$ cat src/rtl/ext_irq_pkg.sv
// Package: shared register width and control/status bit positions
// for the external interrupt pin controller.
package ext_irq_pkg;
    localparam int REG_W    = 8;
    localparam int BIT_MODE = 0;   // level+edge sensitivity when 1
    localparam int BIT_MASK = 1;   // blocks request output when 1
    localparam int BIT_ACK  = 2;   // write-one acknowledge, reads 0
    localparam int BIT_PEND = 3;   // read-only pending flag
endpackage

$ cat src/rtl/ext_irq_sync.sv
// Module: ext_irq_sync
// Brings the asynchronous pin into the clock domain through a shift
// chain of STAGES flops. Assumes STAGES >= 2. The chain resets to 0, so
// a pin already high or held low at reset release never reads as an edge.
module ext_irq_sync #(
    parameter int STAGES = 2
) (
    input  logic clk,
    input  logic rst_n,
    input  logic pin_async,
    output logic pin_sync
);
    logic [STAGES-1:0] chain_q;

    // Shift the raw pin through the synchronizer chain.
    always_ff @(posedge clk) begin
        if (!rst_n) chain_q <= '0;
        else        chain_q <= {chain_q[STAGES-2:0], pin_async};
    end

    assign pin_sync = chain_q[STAGES-1];
endmodule

$ cat src/rtl/ext_irq_edge.sv
// Module: ext_irq_edge
// Produces a one-cycle pulse when the synchronized pin goes from high
// to low. Assumes its input is already synchronous to clk.
module ext_irq_edge (
    input  logic clk,
    input  logic rst_n,
    input  logic pin_sync,
    output logic fall
);
    logic prev_q;

    // Remember the previous synchronized level.
    always_ff @(posedge clk) begin
        if (!rst_n) prev_q <= 1'b0;
        else        prev_q <= pin_sync;
    end

    assign fall = prev_q & ~pin_sync;
endmodule

$ cat src/rtl/ext_irq_latch.sv
// Module: ext_irq_latch
// Holds the edge-triggered request and combines it with the optional
// low-level term. A set beats a clear in the same cycle. The level term
// needs no acknowledge and simply follows the synchronized pin.
module ext_irq_latch (
    input  logic clk,
    input  logic rst_n,
    input  logic fall,
    input  logic pin_low,
    input  logic level_en,
    input  logic clr,
    output logic pending
);
    logic latch_q;

    // Set on a detected edge, else clear on any acknowledge.
    always_ff @(posedge clk) begin
        if (!rst_n)    latch_q <= 1'b0;
        else if (fall) latch_q <= 1'b1;
        else if (clr)  latch_q <= 1'b0;
    end

    // Pending while latched, or while held low in level mode.
    always_comb begin
        pending = latch_q | (level_en & pin_low);
    end
endmodule

$ cat src/rtl/ext_irq_regs.sv
// Module: ext_irq_regs
// Status/control register: MODE and mask storage, the write-one
// acknowledge decode, and read-back assembly. Assumes one write per cycle.
module ext_irq_regs
    import ext_irq_pkg::*;
#(
    parameter int W = REG_W
) (
    input  logic         clk,
    input  logic         rst_n,
    input  logic         wr_en,
    input  logic [W-1:0] wr_data,
    input  logic         pending,
    output logic         mode,
    output logic         mask,
    output logic         sw_ack,
    output logic [W-1:0] rd_data
);
    logic unused_wr_hi;

    // Store the mode and mask bits on a register write.
    always_ff @(posedge clk) begin
        if (!rst_n) begin
            mode <= 1'b0;
            mask <= 1'b0;
        end else if (wr_en) begin
            mode <= wr_data[BIT_MODE];
            mask <= wr_data[BIT_MASK];
        end
    end

    // Decode the write-one acknowledge strobe.
    always_comb begin
        sw_ack = wr_en & wr_data[BIT_ACK];
    end

    // Assemble the read value; unlisted bits read zero.
    always_comb begin
        rd_data           = '0;
        rd_data[BIT_MODE] = mode;
        rd_data[BIT_MASK] = mask;
        rd_data[BIT_PEND] = pending;
    end

    assign unused_wr_hi = ^wr_data[W-1:BIT_PEND];
endmodule

$ cat src/rtl/ext_irq_ctrl.sv
// Module: ext_irq_ctrl (top)
// External interrupt pin controller: synchronizer, falling-edge detect,
// request latch with optional level hold, and the status/control register.
// Assumes vec_ack is a one-cycle strobe from the CPU.
module ext_irq_ctrl
    import ext_irq_pkg::*;
#(
    parameter int REG_W_P     = REG_W,
    parameter int SYNC_STAGES = 2
) (
    input  logic               clk,
    input  logic               rst_n,
    input  logic               irq_pin_n,
    input  logic               vec_ack,
    input  logic               wr_en,
    input  logic [REG_W_P-1:0] wr_data,
    output logic [REG_W_P-1:0] rd_data,
    output logic               irq_req
);
    logic pin_sync;
    logic fall_pulse;
    logic pending;
    logic mode;
    logic mask;
    logic sw_ack;
    logic any_ack;

    ext_irq_sync #(.STAGES(SYNC_STAGES)) u_sync (
        .clk       (clk),
        .rst_n     (rst_n),
        .pin_async (irq_pin_n),
        .pin_sync  (pin_sync)
    );

    ext_irq_edge u_edge (
        .clk      (clk),
        .rst_n    (rst_n),
        .pin_sync (pin_sync),
        .fall     (fall_pulse)
    );

    // Either acknowledge source clears the latch.
    always_comb begin
        any_ack = vec_ack | sw_ack;
    end

    ext_irq_latch u_latch (
        .clk      (clk),
        .rst_n    (rst_n),
        .fall     (fall_pulse),
        .pin_low  (~pin_sync),
        .level_en (mode),
        .clr      (any_ack),
        .pending  (pending)
    );

    ext_irq_regs #(.W(REG_W_P)) u_regs (
        .clk     (clk),
        .rst_n   (rst_n),
        .wr_en   (wr_en),
        .wr_data (wr_data),
        .pending (pending),
        .mode    (mode),
        .mask    (mask),
        .sw_ack  (sw_ack),
        .rd_data (rd_data)
    );

    // Gate the request to the CPU with the mask bit.
    always_comb begin
        irq_req = pending & ~mask;
    end
endmodule

$ cat config.mk
export PLATFORM = sky130hd
export DESIGN_NAME = ext_irq_ctrl
export DESIGN_NICKNAME = d
export VERILOG_FILES = /design/src/rtl/ext_irq_pkg.sv /design/src/rtl/ext_irq_sync.sv /design/src/rtl/ext_irq_edge.sv /design/src/rtl/ext_irq_latch.sv /design/src/rtl/ext_irq_regs.sv /design/src/rtl/ext_irq_ctrl.sv
export SDC_FILE = /design/constraint.sdc
export NUM_CORES = 1
export LEC_CHECK = 0
export ABC_AREA = 0
export BUFFER_PORTS_ARGS = -buffer_cell sky130_fd_sc_hd__buf_2
export CAP_MARGIN = 20
export CORE_AREA = 2 2 39 41
export CTS_CLUSTER_DIAMETER = 50
export DETAILED_ROUTE_END_ITERATION = 8
export DIE_AREA = 0 0 41 43
export PLACE_DENSITY = 0.55
export RECOVER_POWER = 25
export SLEW_MARGIN = 20
export SYNTH_ARGS = -nofsm -noshare
export SYNTH_HDL_FRONTEND = slang
export SYNTH_SLANG_ARGS = --single-unit
$ cat constraint.sdc
create_clock -name clk -period 1.35 [get_ports clk]
set_input_delay 0.2025 -clock clk [delete_from_list [all_inputs] [get_ports clk]]
set_output_delay 0.2025 -clock clk [all_outputs]
set_load 0.02 [all_outputs]
==> flow_metrics.env, run 1 <==
export IMPL_timing_final_hold_violations=0
export IMPL_start_util_pct=20.5
export IMPL_clk_latency_ns=0.24
export IMPL_instances_no_fill=55
export IMPL_pin_count=22
export IMPL_detail_route_iter0_violations=1
export IMPL_finalClockSkew_ns=0.00261
export IMPL_period_share_pct=92.5
export IMPL_yosysMostFrequentCell="buf_4"
export IMPL_antenna_diode_count=0
export IMPL_grtUsageTotal_pct=6.24
export IMPL_grt_use_met3_pct=7.85
export IMPL_status="finished, final reports clean"
export IMPL_placed_cells=52
export IMPL_syn_area_per_cell_um2=9.79
export IMPL_seq_area_frac_synth_pct=42.3
export IMPL_drv_slew=0
export IMPL_syn_area_um2=284
export IMPL_power_uw=411
export IMPL_min_to="u_sync.chain_q[0]$_SDFF_PN0_"
export IMPL_vias=184
export IMPL_ff2ff_setup_slack_ns=0.72
export IMPL_fmax_mhz=800
export IMPL_min_from="irq_pin_n"
export IMPL_setup_worst_path_start_class="flip-flop"
export IMPL_drcViolationCount=0
export IMPL_reg2regPathDepth=2
export IMPL_path_clk_slew_ns=0.04
export IMPL_synth_common_cells="buf_4, dfxtp_1"
export IMPL_reg2reg_from="u_latch.latch_q$_SDFFE_PN0P_"
export IMPL_overflow=0
export IMPL_crit_fanout=2
export IMPL_avgViaCountPerCell=3.35
export IMPL_drv_cap=0
export IMPL_core_um2=1380
export IMPL_cts_hold_buffers=0
export IMPL_die_area_um2=1760
export IMPL_numCtsBuffers=3
export IMPL_hpwl_um=319
export IMPL_met2_usage_pct=7.50
export IMPL_stdcell_area_um2=335
export IMPL_yosys_warnings=0
export IMPL_critPathKind="flip-flop to output port"
export IMPL_grt_busiest_layer="met3"
export IMPL_rows=14
export IMPL_setup_tns_ns=0
export IMPL_wirelength_um=405
export IMPL_synth_edf_count=0
export IMPL_nets=54
export IMPL_antenna_found_initial=0
export IMPL_post_cts_buffers=0
export IMPL_cts_sinks=6
export IMPL_setup_slack_ns=0.101
export IMPL_synth_top_cell_by_area="dfxtp_1"
export IMPL_grt_pass1_vias=180
export IMPL_cts_tree="yes"
export IMPL_ys_dominant_reg_cell="dfxtp_1"
export IMPL_root_buffer="clkbuf_4"
export IMPL_cts_buffer_depth=2
export IMPL_grt_pass1_wl_um=662
export IMPL_min_path_cells=2
export IMPL_ctsResizeCount=0
export IMPL_grtUsageMet1_pct=6.49
export IMPL_io_buffers=11
export IMPL_gp_congestion=0.537
export IMPL_synthTopCellsByArea="dfxtp_1, buf_4, mux2i_1, nor2b_4, and2_1"
export IMPL_wl_per_cell_um=7.36
export IMPL_dpl_cell_area_um2=314
export IMPL_dpl_worst_slack_ns=0.347
export IMPL_postSynthCellCount=29
export IMPL_period_minus_slack_ns=1.25
export IMPL_synth_top_cell_area_share_pct=42.3
export IMPL_crit_arrival_ns=1.05
export IMPL_grt_max_degree=7
export IMPL_async_flop_share_pct=0
export IMPL_drtAntennaViolNets=0
export IMPL_synthToLayoutAreaGrowth_pct=18.1
export IMPL_cts_htree_levels=1
export IMPL_synth_cell_types=13
export IMPL_vdd_drop_max_mv=0.435
export IMPL_power_density_nw_per_um2=1230
export IMPL_ys_seq_elements=6
export IMPL_setup_viol_count_final=0
export IMPL_p_leak_uw=0.000172
export IMPL_worst_hold_path_type="input pin to flip-flop"
export IMPL_layout_drive_gt1_share_pct=38.5
export IMPL_dr_pass1_iters=2
export IMPL_r2r_end="u_latch.latch_q$_SDFFE_PN0P_"
export IMPL_die_w_um=41
export IMPL_rsz0062_at_grt="false"
export IMPL_worstPathRequired_ns=1.15
export IMPL_fp_dieH_um=43
export IMPL_critPathCaptureType="output port"
power breakdown:
part / internal, uW / total [uW] / switching [uW]
clock network: 100 / 163 / 62.5
registers: 186 / 190 / 4.40
logic: 23.9 / 58.6 / 34.7
total: 310 / 411 / 102
how the worst max path moves through the flow:
stage | startpoint | endpoint | slack, ns | depth (start not counted)
after global routing | u_sync.chain_q[1]$_SDFF_PN0_ | irq_req | 0.02 | 4
after detailed placement | u_sync.chain_q[1]$_SDFF_PN0_ | irq_req | 0.35 | 4
after global placement | u_sync.chain_q[1]$_SDFF_PN0_ | irq_req | 0.34 | 4
after CTS | u_sync.chain_q[1]$_SDFF_PN0_ | irq_req | 0.08 | 4
final | u_sync.chain_q[1]$_SDFF_PN0_ | irq_req | 0.10 | 4
after floorplan | u_sync.chain_q[1]$_SDFF_PN0_ | rd_data[3] | 0.49 | 3
per-layer routing:
layer | vias up | routed length [um]
met3 | 0 | 66
met2 | 13 | 149
li1 | 97 | -
met4 | 0 | 0
met5 | - | 0
met1 | 74 | 190
placed cells by master, fill, tap and decap left out:
cell      synthesis  routed
a21boi_1          1       1
a21o_1            1       1
and2_1            2       2
and2_2            1       1
buf_2             0      10
clkbuf_1          0       1
clkbuf_4          0       3
conb_1            1       5
dfxtp_1           6       6
inv_1             1       1
mux2i_1           2       2
nand2_1           2       2
nand3b_1          1       1
nor2b_1           2       2
nor2b_4           1       1
sequential cells by signal (all words and copies together) (netlist names):
name             flops
u_edge.prev_q        1
u_latch.latch_q      1
u_regs.mask          1
u_regs.mode          1
u_sync.chain_q       2
kinds of logic (layout without fill, tap and decap cells):
| logic type | after synthesis | after routing | synth area share [%] |
|---|---|---|---|
| AND/OR/NAND/NOR | 9 | 9 | 21.6 |
| other | 1 | 5 | 1.32 |
| flip-flops | 6 | 6 | 42.3 |
| buffers and inverters | 9 | 15 | 22.5 |
| multiplexers | 2 | 2 | 7.05 |
| AO/OA/AOI/OAI | 2 | 2 | 5.29 |
through the flow:
step	utilization [%]	hold WS, ns
2_1_floorplan	-	0.324
3_3_place_gp	22.7	0.411
3_5_place_dp	22.7	0.411
4_1_cts	24.3	0.156
5_1_grt	24.2	0.173
6_report	24.2	0.166
cell type report:
class,instances,area [um^2]
clock buffer,3,22.5
fill,152,1050
inverter,1,3.75
multi-input combinational,18,115
sequential,6,120
tap,16,20.0
timing repair buffer,11,53.8
critical path: stages, from the launching register on:
cell and delay (ns):
dfxtp_1 0.31, inv_1 0.05, a21o_1 0.18, nor2b_4 0.12, buf_2 0.15
Power figures use the tool's default switching activity.
==> run 2, diff against run 1 <==
Settings changed: CTS_BUF_LIST set to sky130_fd_sc_hd__clkbuf_8.
==> flow_metrics.env, run 2 (synthesis gave the netlist of run 1 again) <==
export IMPL_antenna_found_initial=0
export IMPL_timing_final_hold_violations=0
export IMPL_grtUsageTotal_pct=6.55
export IMPL_die_area_um2=1760
export IMPL_ctsResizeCount=0
export IMPL_drcViolationCount=0
export IMPL_hpwl_um=319
export IMPL_status="finished, final reports clean"
export IMPL_dr_pass1_iters=1
export IMPL_period_share_pct=90.8
export IMPL_root_buffer="clkbuf_8"
export IMPL_cts_buffer_depth=2
export IMPL_dpl_cell_area_um2=314
export IMPL_largest_reg_flops=2
export IMPL_critPathKind="flip-flop to output port"
export IMPL_fillers=153
export IMPL_crit_fanout=2
export IMPL_overflow=0
export IMPL_grt_pass1_vias=173
export IMPL_drtAntennaViolNets=0
export IMPL_synthToLayoutAreaGrowth_pct=24.7
export IMPL_path_clk_slew_ns=0.03
export IMPL_regMostFlops="u_sync.chain_q"
export IMPL_rsz0062_at_grt="false"
export IMPL_core_um2=1380
export IMPL_layout_commonest_cell="buf_2"
export IMPL_cts_sinks=6
export IMPL_layout_drive_gt1_share_pct=38.5
export IMPL_cts_hold_buffers=0
export IMPL_wirelength_um=411
export IMPL_grt_pass1_wl_um=669
export IMPL_antenna_diode_count=0
export IMPL_placed_cells=52
export IMPL_setup_tns_ns=0
export IMPL_vdd_drop_max_mv=0.629
export IMPL_numCtsBuffers=3
export IMPL_vias=188
export IMPL_instances_no_fill=55
export IMPL_start_util_pct=20.5
export IMPL_p_leak_uw=0.000179
export IMPL_wl_per_cell_um=7.47
export IMPL_rows=14
export IMPL_cts_htree_levels=1
export IMPL_worst_hold_path_type="input pin to flip-flop"
export IMPL_io_buffers=11
export IMPL_utilization_pct=25.6
export IMPL_clk_latency_ns=0.22
export IMPL_die_w_um=41
export IMPL_drv_slew=0
export IMPL_critPathCaptureType="output port"
export IMPL_fp_dieH_um=43
export IMPL_fmax_mhz=816
export IMPL_finalClockSkew_ns=0.00155
export IMPL_avgViaCountPerCell=3.42
export IMPL_gp_congestion=0.537
export IMPL_nets=54
export IMPL_pin_count=22
export IMPL_stdcell_area_um2=354
export IMPL_detail_route_iter0_violations=0
export IMPL_period_minus_slack_ns=1.23
export IMPL_drv_cap=0
export IMPL_post_cts_buffers=0
export IMPL_cts_tree="yes"
export IMPL_layout_common_cells="buf_2, dfxtp_1, conb_1"
export IMPL_setup_viol_count_final=0
export IMPL_crit_arrival_ns=1.02
export IMPL_power_density_nw_per_um2=1450
export IMPL_worstPathRequired_ns=1.15
export IMPL_grt_max_degree=7
export IMPL_setup_worst_path_start_class="flip-flop"
==> run 2: critical path, stage by stage, from the launching register on <==
cell     delay [ns]
dfxtp_1        0.31
inv_1          0.05
a21o_1         0.18
nor2b_4        0.12
buf_2          0.15
==> run 2: final cells by class <==
class                   count  area, um^2  share of cell area (%)
clock buffers               3        41.3                    11.7
inverters                   1        3.75                    1.06
multi-input cells          18         115                    32.5
flip-flops and latches      6         120                    33.9
well taps                  16        20.0                    5.65
repair buffers             11        53.8                    15.2
==> run 2: per-layer routing <==
layer / GRT usage, % / wire length [um] / vias to the layer above / share of wire, %
li1: - / - / 98 / -
met1: 6.82 / 188 / 77 / 46
met2: 7.19 / 155 / 13 / 38
met3: 7.85 / 67 / 0 / 16
met4: 4.00 / 0 / 0 / 0
met5: 0 / 0 / - / 0
==> run 2: stage by stage <==
stage	hold slack, ns	total power [uW]	setup WS [ns]
floorplan	0.324	250	0.489
global placement	0.411	252	0.344
detailed placement	0.411	253	0.347
CTS	0.181	524	0.109
global route	0.200	550	0.0567
finish	0.188	513	0.124
==> run 2: worst paths after layout <==
check        depth (start not counted)                      endpoint                    startpoint  slack [ns]
max reg2reg                          2      u_regs.mask$_SDFFE_PN0P_      u_regs.mask$_SDFFE_PN0P_        0.73
min reg2reg                          1  u_sync.chain_q[1]$_SDFF_PN0_  u_sync.chain_q[0]$_SDFF_PN0_        0.43
min                                  2  u_sync.chain_q[0]$_SDFF_PN0_                     irq_pin_n        0.19
max                                  4                       irq_req  u_sync.chain_q[1]$_SDFF_PN0_        0.12
==> run 2: power breakdown <==
| group | leakage (uW) | internal, uW | switching [uW] |
|---|---|---|---|
| logic | 0.000109 | 23.9 | 34.6 |
| registers | 0.0000493 | 186 | 4.42 |
| clock network | 0.0000216 | 191 | 72.4 |
| total | 0.000179 | 401 | 111 |
